$ cat src/rtl/hdl_pkg.sv
`timescale 1ns/1ps
package hdl_pkg;
  localparam int DW = 4;
  localparam int PW = 3;
  localparam int CW = DW + PW;

  localparam logic [2:0] OP_XOR  = 3'd0;
  localparam logic [2:0] OP_NOT  = 3'd1;
  localparam logic [2:0] OP_AND  = 3'd2;
  localparam logic [2:0] OP_OR   = 3'd3;
  localparam logic [2:0] OP_NAND = 3'd4;
  localparam logic [2:0] OP_NOR  = 3'd5;

  // codeword bit that carries data bit k
  function automatic int data_pos(int k);
    case (k)
      0:       return 2;
      1:       return 4;
      2:       return 5;
      default: return 6;
    endcase
  endfunction

  // codeword bit that carries check bit j (positions 1, 2, 4)
  function automatic int par_pos(int j);
    return (1 << j) - 1;
  endfunction

  // check bit j covers data bit k when position of k has bit j set
  function automatic bit covers(int j, int k);
    return (((data_pos(k) + 1) >> j) & 1) != 0;
  endfunction

  function automatic logic [CW-1:0] cw_encode(logic [DW-1:0] d);
    logic [CW-1:0] c;
    logic p;
    c = '0;
    for (int k = 0; k < DW; k++) c[data_pos(k)] = d[k];
    for (int j = 0; j < PW; j++) begin
      p = 1'b0;
      for (int k = 0; k < DW; k++) if (covers(j, k)) p = p ^ d[k];
      c[par_pos(j)] = p;
    end
    return c;
  endfunction

  function automatic logic [DW-1:0] cw_data(logic [CW-1:0] c);
    logic [DW-1:0] d;
    for (int k = 0; k < DW; k++) d[k] = c[data_pos(k)];
    return d;
  endfunction

  function automatic logic [PW-1:0] cw_syndrome(logic [CW-1:0] c);
    logic [PW-1:0] s;
    for (int j = 0; j < PW; j++) begin
      s[j] = 1'b0;
      for (int i = 0; i < CW; i++) if ((((i + 1) >> j) & 1) != 0) s[j] = s[j] ^ c[i];
    end
    return s;
  endfunction

  // one bit of a nonlinear operation; unused codes give 0
  function automatic logic bit_op(logic [2:0] op, logic x, logic y);
    case (op)
      OP_AND:  return x & y;
      OP_OR:   return x | y;
      OP_NAND: return ~(x & y);
      OP_NOR:  return ~(x | y);
      default: return 1'b0;
    endcase
  endfunction
endpackage

$ cat src/rtl/hdl_lin_lane.sv
`timescale 1ns/1ps
// Linear lane: one gate per codeword position, check bits included.
module hdl_lin_lane
  import hdl_pkg::*;
#(
  parameter bit NOT_VIA_XOR = 1'b0
) (
  input  logic          is_not,
  input  logic [CW-1:0] a_c,
  input  logic [CW-1:0] b_c,
  input  logic [CW-1:0] flip,
  output logic [CW-1:0] res
);
  localparam logic [CW-1:0] ONES_CW = cw_encode({DW{1'b1}});

  for (genvar i = 0; i < CW; i++) begin : g_pos
    if (NOT_VIA_XOR) begin : g_xor_not
      // NOT as XOR against the all-ones codeword
      assign res[i] = (a_c[i] ^ (is_not ? ONES_CW[i] : b_c[i])) ^ flip[i];
    end else begin : g_inv_not
      assign res[i] = (is_not ? ~a_c[i] : (a_c[i] ^ b_c[i])) ^ flip[i];
    end
  end
endmodule

$ cat src/rtl/hdl_nl_lane.sv
`timescale 1ns/1ps
// Nonlinear lane: data block plus one private recomputation per check bit.
module hdl_nl_lane
  import hdl_pkg::*;
(
  input  logic [2:0]    op,
  input  logic [DW-1:0] a_d,
  input  logic [DW-1:0] b_d,
  input  logic [CW-1:0] flip,
  output logic [CW-1:0] res
);
  logic [DW-1:0] dbit;
  logic [PW-1:0] pbit;

  for (genvar k = 0; k < DW; k++) begin : g_data
    assign dbit[k] = bit_op(op, a_d[k], b_d[k]) ^ flip[data_pos(k)];
  end

  for (genvar j = 0; j < PW; j++) begin : g_chk
    logic [DW-1:0] part;
    for (genvar k = 0; k < DW; k++) begin : g_cov
      if (covers(j, k)) begin : g_on
        assign part[k] = bit_op(op, a_d[k], b_d[k]);
      end else begin : g_off
        assign part[k] = 1'b0;
      end
    end
    assign pbit[j] = (^part) ^ flip[par_pos(j)];
  end

  always_comb begin
    res = '0;
    for (int k = 0; k < DW; k++) res[data_pos(k)] = dbit[k];
    for (int j = 0; j < PW; j++) res[par_pos(j)] = pbit[j];
  end
endmodule

$ cat src/rtl/hdl_corrector.sv
`timescale 1ns/1ps
module hdl_corrector
  import hdl_pkg::*;
(
  input  logic [CW-1:0] raw,
  output logic [PW-1:0] syn,
  output logic [CW-1:0] fixed,
  output logic [DW-1:0] data,
  output logic          corrected
);
  always_comb begin
    syn       = cw_syndrome(raw);
    fixed     = raw;
    corrected = 1'b0;
    if (syn != '0) begin
      fixed[int'(syn) - 1] = ~raw[int'(syn) - 1];
      corrected = 1'b1;
    end
    data = cw_data(fixed);
  end

  always_comb begin

    fixed_valid_chk: assert (cw_syndrome(fixed) == '0);

    one_flip_chk: assert ($countones(raw ^ fixed) <= 1);
  end
endmodule

$ cat src/rtl/hd_logic_unit.sv
`timescale 1ns/1ps
module hd_logic_unit
  import hdl_pkg::*;
#(
  parameter bit NOT_VIA_XOR = 1'b0
) (
  input  logic          clk,
  input  logic          rst_n,
  input  logic          in_valid,
  output logic          in_ready,
  input  logic [2:0]    op_sel,
  input  logic [CW-1:0] a_code,
  input  logic [CW-1:0] b_code,
  input  logic [CW-1:0] fault_mask,
  output logic          out_valid,
  input  logic          out_ready,
  output logic [CW-1:0] out_code,
  output logic [CW-1:0] out_fixed,
  output logic [DW-1:0] out_data,
  output logic [PW-1:0] out_syndrome,
  output logic          out_corrected
);
  logic [CW-1:0] lin_res, nl_res, pick, raw_q;
  logic          is_lin;

  hdl_lin_lane #(.NOT_VIA_XOR(NOT_VIA_XOR)) u_lin (
    .is_not (op_sel == OP_NOT),
    .a_c    (a_code),
    .b_c    (b_code),
    .flip   (fault_mask),
    .res    (lin_res)
  );

  hdl_nl_lane u_nl (
    .op   (op_sel),
    .a_d  (cw_data(a_code)),
    .b_d  (cw_data(b_code)),
    .flip (fault_mask),
    .res  (nl_res)
  );

  assign is_lin = (op_sel == OP_XOR) || (op_sel == OP_NOT);
  assign pick   = is_lin ? lin_res : nl_res;

  assign in_ready = !out_valid || out_ready;

  always_ff @(posedge clk or negedge rst_n) begin
    if (!rst_n) begin
      out_valid <= 1'b0;
      raw_q     <= '0;
    end else if (in_valid && in_ready) begin
      out_valid <= 1'b1;
      raw_q     <= pick;
    end else if (out_ready) begin
      out_valid <= 1'b0;
    end
  end

  assign out_code = raw_q;

  hdl_corrector u_fix (
    .raw       (raw_q),
    .syn       (out_syndrome),
    .fixed     (out_fixed),
    .data      (out_data),
    .corrected (out_corrected)
  );

  always_comb begin
    if (rst_n && in_valid && fault_mask == '0) begin

      lane_codeword_chk: assert (cw_syndrome(pick) == '0);
    end
  end


  fault_onehot_chk: assert property (@(posedge clk) disable iff (!rst_n)
    in_valid |-> $onehot0(fault_mask));


  accept_to_valid_chk: assert property (@(posedge clk) disable iff (!rst_n)
    (in_valid && in_ready) |=> out_valid);


  hold_stable_chk: assert property (@(posedge clk) disable iff (!rst_n)
    (out_valid && !out_ready) |=> (out_valid && $stable(out_code)));
endmodule

$ cat config.mk
export PLATFORM = sky130hd
export DESIGN_NAME = hd_logic_unit
export DESIGN_NICKNAME = d
export VERILOG_FILES = /design/src/rtl/hdl_pkg.sv /design/src/rtl/hdl_lin_lane.sv /design/src/rtl/hdl_nl_lane.sv /design/src/rtl/hdl_corrector.sv /design/src/rtl/hd_logic_unit.sv
export SDC_FILE = /design/constraint.sdc
export NUM_CORES = 1
export LEC_CHECK = 0
export ABC_AREA = 1
export BUFFER_PORTS_ARGS = -buffer_cell sky130_fd_sc_hd__buf_2
export CELL_PAD_IN_SITES_DETAIL_PLACEMENT = 1
export CELL_PAD_IN_SITES_GLOBAL_PLACEMENT = 1
export CORE_ASPECT_RATIO = 2
export CORE_MARGIN = 2
export CORE_UTILIZATION = 36
export CTS_CLUSTER_SIZE = 25
export DETAILED_ROUTE_END_ITERATION = 10
export PLACE_DENSITY_LB_ADDON = 0.12
export SLEW_MARGIN = 10
export SYNTH_ARGS = -nofsm -noshare
export SYNTH_HDL_FRONTEND = slang
export SYNTH_SLANG_ARGS = --single-unit
$ cat constraint.sdc
create_clock -name clk -period 4 [get_ports clk]
set_input_delay 0.8 -clock clk [delete_from_list [all_inputs] [get_ports clk]]
set_output_delay 0.8 -clock clk [all_outputs]
set_load 0.005 [all_outputs]
**Yosys cells after proc, flatten, opt, wreduce, memory -nomap -nowiden**

Cells that the tools add are included.

- Output and inout port bits: 24
- Input port bits: 28
- Logic and storage cells: 97
- Register bits after elaboration: 8

- Bitwise operators: 54
- Reductions and logical operators: 11
- $add $sub $neg: 1
- Equal/unequal tests: 5
- Mux-type cells: 22
- $lt $le $gt $ge: 2

Operator list:

| cell | number |
|---|---|
| $ge 32x1->1 const B | 1 |
| $lt 32x5->1 const B | 1 |
| $xor 1x1->1 | 30 |
| $not 1->1 | 16 |
| $pmux 1 s4 | 4 |
| $mux 7 | 2 |
| $mux 1 | 13 |
| $reduce_xor 4->1 | 3 |
| $bwmux 7 | 1 |
| $eq 3x2->1 const B | 2 |
| $eq 3x3->1 const B | 2 |
| $and 1x1->1 | 4 |
| $or 1x1->1 | 4 |
| $sub 3x1->4 const B | 1 |
| $bmux 1 s3 | 1 |
| $demux 1 s3 | 1 |
| $eq 3x1->1 const B | 1 |
| $logic_not 3->1 | 1 |
| $reduce_bool 3->1 | 1 |
| $logic_and 1x1->1 | 2 |
| $logic_or 1x1->1 | 2 |
| $reduce_bool 2->1 | 1 |
| $logic_not 1->1 | 1 |

**Longest topological paths before layout**

- Depth after elaboration: 10
- Depth in mapped cells: 15
- Gate-level depth less buffers: 15

**Modules after synthesis**

A second synthesis with hierarchy kept.

- Cells, all modules: 329
- Area total of the unflattened synthesis: 1712.9 um^2

By module, submodules not included:

| module | seq. area each (um^2) | instances | area each (um^2) | cells an instance |
|---|---|---|---|---|
| hdl_corrector | 0.0 | 1 | 608.1 | 112 |
| hd_logic_unit | 200.2 | 1 | 422.9 | 57 |
| hdl_lin_lane | 0.0 | 1 | 347.8 | 86 |
| hdl_nl_lane | 0.0 | 1 | 334.1 | 74 |

**Worst setup path after synthesis**

OpenSTA, ideal clock, no wires.

- Kind: flip-flop to output port
- Start point: register raw_q[2], in the netlist out_code[2]
- End point: output port out_fixed[2]
- Setup slack: 0.901 ns
- Data arrival time: 2.299 ns
- Path buffers: 1
- Required time: 3.200 ns
- Cell stages (with the launch flop): 12
- Cell sequence: dfrtp_1 xnor2_1 xor2_1 ha_1 ha_1 inv_1 o21ai_0 nand3_1 nand2_2 nor2_1 nor2_1 buf_4

- Cells in the longest elaborated chain, start to end: 10
- Elaborated cells on any way between the ends: 19
- Classes of those cells: add/sub: 1; order compare: 2; mux: 7; bitwise: 7; reduce/logical: 2

RTL lines:

| element | RTL line | text |
|---|---|---|
| start: declaration | hd_logic_unit.sv:23 | `logic [CW-1:0] lin_res, nl_res, pick, raw_q;` |
| start signal: assignment | hd_logic_unit.sv:53 | `raw_q <= pick;` |
| $xor 1x1->1 (3 in a row) | hdl_pkg.sv:57 | `for (int i = 0; i < CW; i++) if ((((i + 1) >> j) & 1) != 0) s[j] = s[j] ^ c[i];` |
| $sub 3x1->4 | hdl_corrector.sv:16 | `fixed[int'(syn) - 1] = ~raw[int'(syn) - 1];` |
| $ge 32x1->1 (implied by the code) (tied with other cells) | hdl_corrector.sv:16 |  |
| $logic_and 1x1->1 (implied by the code) / $mux 1 (equally long branches) | hdl_corrector.sv:16 |  |
| $mux 1 (implied by the code) | hdl_corrector.sv:16 |  |
| $demux 1 s3 / $not 1->1 (equally long branches) | -- |  |
| $bwmux 7 | hdl_corrector.sv:16 |  |
| $mux 7 (*) | hdl_corrector.sv:15 | `if (syn != '0) begin` |
| end: declaration | hd_logic_unit.sv:18 | `output logic [CW-1:0] out_fixed,` |

Every way passes the cells marked *; elsewhere a longest branch is shown, timed or not. The select of a mux whose other input is x is not followed.

**Worst setup path after layout**

Ends and elaborated chain as after synthesis.

==> results <==
- The flow ran to the end, and the final reports show no timing, DRC or antenna violations.
- The number of cells after detailed placement is 338.
- The number of cells on the worst reg-to-reg path is 5.
- The synthesized instance count is 243.
- The number of hold violations in the final report is 0.
- The switching power total is 0.000658 W.
- The total inserted antenna cells is 0.
- The total routed wirelength is 4.19 mm.
- The setup check on the worst reg-to-reg path leaves a slack of 2890 ps.
- At the end of routability-driven placement, the weighted congestion stood at 0.787.
- The total of hold buffers inserted after clock tree synthesis is 0.
- The clock insertion delay at the later pin of the skew report is 230 ps.
- The remaining design rule violation count is 0.
- The peak fanout along the critical path is 13.
- The TritonCTS clock tree is yes.
- The max-slew violation count was 0.
- The areal power density over the cells is 685 nW/µm².
- The worst setup path is launched from a register.
- The number of antenna violations at the first check in global routing came to 0.
- The number of warnings printed during yosys synthesis is 0.
- In this run the number of H-tree levels came out at 1.
- The minimum clock period is 3670 ps.
- The average routed wire per standard cell is 12.3 µm.
- Of the synthesized area, sequential elements account for 13.9%.
- The synthesized design spends more area on one cell type than any other, namely nand2_1.
- The worst slack after detailed placement is 500 ps.
- The min-delay analysis places its worst path in the category input port to asynchronous set/reset pin.
- By count the netlist is led by nand2_1, inv_1, nand3_1.
- The growth of design area from synthesis to finish is 22.4%.
- Data on the critical path arrives at its endpoint at 2870 ps.
- For this run, the post-layout net count is 330.
- The number of vias after detailed routing is 1662.
- The most frequent cell after synthesis is nand2_1.
- Summed over all layers, the global routing overflow is 0.
- Summed over all cells, the static leakage comes to 1.06 nW.
- The worst-case clock buffer depth is 2.
- The clock network power share is 7.8%.
- Yosys attributes the largest share of cell area to nand2_1, dfrtp_1, inv_1.
- The core region is 3840 µm².
- In this run the post-CTS setup repair buffer count came out at 0.
- The area of the die is 4540 µm².
- The overall global routing resource usage is 20.1%.
- The average cell area after synthesis is 5.91 µm².
- The proportion of total power due to net switching is 54.6%.
- The x dimension of the die is 48.6 µm.
- After layout, the worst path uses 91.8% of the clock period.
- For the pin with the worst max-slew slack, the measured transition is 389 ps.
- The worst-case clock skew is 1.55 ps.
- Entering global routing, the biggest net connects 14 pins.
- During I/O placement, the number of pins put on the boundary was 52.
- The wire length of the first global-routing pass is 7.13 mm.
- The number of vias per cell is 4.87.
- The worst setup path is of the register to output port kind.
- The fraction of power consumed by combinational cells is 81.9%.
- The first detailed-routing pass took 4 iterations.
- The number of max-capacitance violations reported is 0.
- The starting density of the core is 37.3%.
- Counting flops and latches in the post-synthesis netlist gives 8.
- For this design, the sink count on the clock tree is 8.
- The destination of the worst register-to-register timing path is out_code[3].
- Yosys mapped a number of flops with a built-in enable equal to 0.
- The completed layout was analyzed and its total power is 0.00120 W.
- The number of nets produced by synthesis is 281.
- Setup repair after global routing left no endpoint under its margin.
- The proportion of power drawn by flip-flops and latches is 10.3%.
- The share of the synthesized area in the top cell type is 20.9%.
- The highest ir drop seen on vdd is 0.253 mV.
- The worst path meets setup with 328 ps of slack.
- The clock transition at the registers of the reported paths is 40 ps.
- In this run the cell area of the synthesized design comes to 1440 µm².
- In the final layout, the share of cells above drive strength 1 is 25.2%.
- Detailed placement finished with a half-perimeter wire length of 3.84 mm.
- Clock tree synthesis selected as its root buffer the cell clkbuf_8.
- The total of cells resized after clock tree synthesis is 0.
- The port buffer count is 51.
- The height of the die is 93.3 µm.
- After the first detailed-routing iteration, the DRC count stood at 13.
- STA classifies the critical path endpoint as an output port.
- The count of antenna-violating nets left after detailed routing is 0.
- The floorplan row count is 32.
- The number of setup violations in the final report is 0.
- Static timing analysis puts the maximum clock frequency at 272 MHz.
- In this run the critical register-to-register path is launched from out_valid.
- The filler-free cell count of the finished design is 341.
- The internal power of the cells totals 0.000546 W.
- The TritonCTS buffer count is 3.
- The number of different library cells in the post-synthesis netlist is 30.
- Counting flops with an async set or reset pin after synthesis yields a share of 100%.
- The tightest slew margin relative to the limit is 74.0%.
- The number of global-route vias before repair came to 1697.
- The main flop type after synthesis is dfrtp_1.
- At the worst endpoint, the required time is 3200 ps.
- The aggregate negative setup slack is 0 ps.
-- worst max-delay path by stage --
| stage | from | end | cells past startpoint |
|---|---|---|---|
| after floorplan | out_code[2] | out_fixed[2] | 11 |
| after global placement | out_code[2] | out_data[0] | 11 |
| after detailed placement | out_code[2] | out_data[2] | 11 |
| after CTS | out_code[2] | out_data[2] | 11 |
| after global routing | out_code[2] | out_fixed[6] | 11 |
| final | out_code[2] | out_fixed[2] | 11 |
-- stage by stage --
stage               hold WS (ps)  util (%)  area [µm²]
floorplan                    504         -        1440
global route                 419      45.7        1760
finish                       410      45.7        1760
detailed placement           511      44.6        1710
global placement             497      44.6        1710
CTS                          410      45.6        1750
-- cell usage in the layout, fill, tap and decap left out, types with 3 or more instances in the layout --
cell type / count
ha_1: 9
o21ai_0: 12
nand2_2: 3
nor2_1: 12
nand3_1: 19
nor2_2: 3
nand4_1: 9
buf_2: 51
xor2_1: 3
xnor2_1: 9
nor3_1: 3
o211ai_1: 4
clkbuf_8: 3
dfrtp_1: 8
nand2_1: 80
inv_1: 44
-- cell families after synthesis --
kind of cell	count (synthesis)	synth area share, %
XOR/XNOR	15	10.7
buffers and inverters	54	15.4
AO/OA/AOI/OAI	22	9.76
adder cells (fa/ha/maj)	10	8.72
AND/OR/NAND/NOR	134	41.4
flip-flops	8	13.9
-- power by group through the flow --
| stage | registers, W | clock network, W | logic, W |
|---|---|---|---|
| floorplan | 0.000122 | 0 | 0.000726 |
| detailed placement | 0.000125 | 0 | 0.000993 |
| finish | 0.000124 | 0.0000945 | 0.000986 |
| CTS | 0.000124 | 0.0000967 | 0.000995 |
| global placement | 0.000125 | 0 | 0.000969 |
| global route | 0.000128 | 0.0000984 | 0.00111 |
-- flip-flops by register name, indices dropped and copies added (netlist names) --
signal	cells
out_code	7
out_valid	1
-- per-layer routing --
layer | share of wire [%] | up-vias | track usage, %
li1 | - | 849 | -
met1 | 29 | 768 | 15.8
met2 | 65 | 34 | 45.7
met3 | 2.2 | 11 | 0.639
met4 | 3.4 | 0 | 10.0
met5 | 0 | - | 0
-- area by class of cell --
type | count | area (µm²)
flip-flops and latches | 8 | 200
multi-input cells | 181 | 1020
well taps | 51 | 63.8
inverters | 46 | 173
clock buffers | 3 | 41.3
fillers | 590 | 2090
repair buffers | 52 | 263
-- worst max-delay path, stage by stage (launching register included) --
cell and delay, ps:
dfrtp_1 430, xnor2_1 220, xor2_1 170, ha_1 390, ha_2 480, inv_1 120
o21ai_0 250, nand3_1 120, nand2_2 150, nor2_1 60, nor2_1 120, buf_2 130
Note: power is estimated with default switching activity, not from simulation.
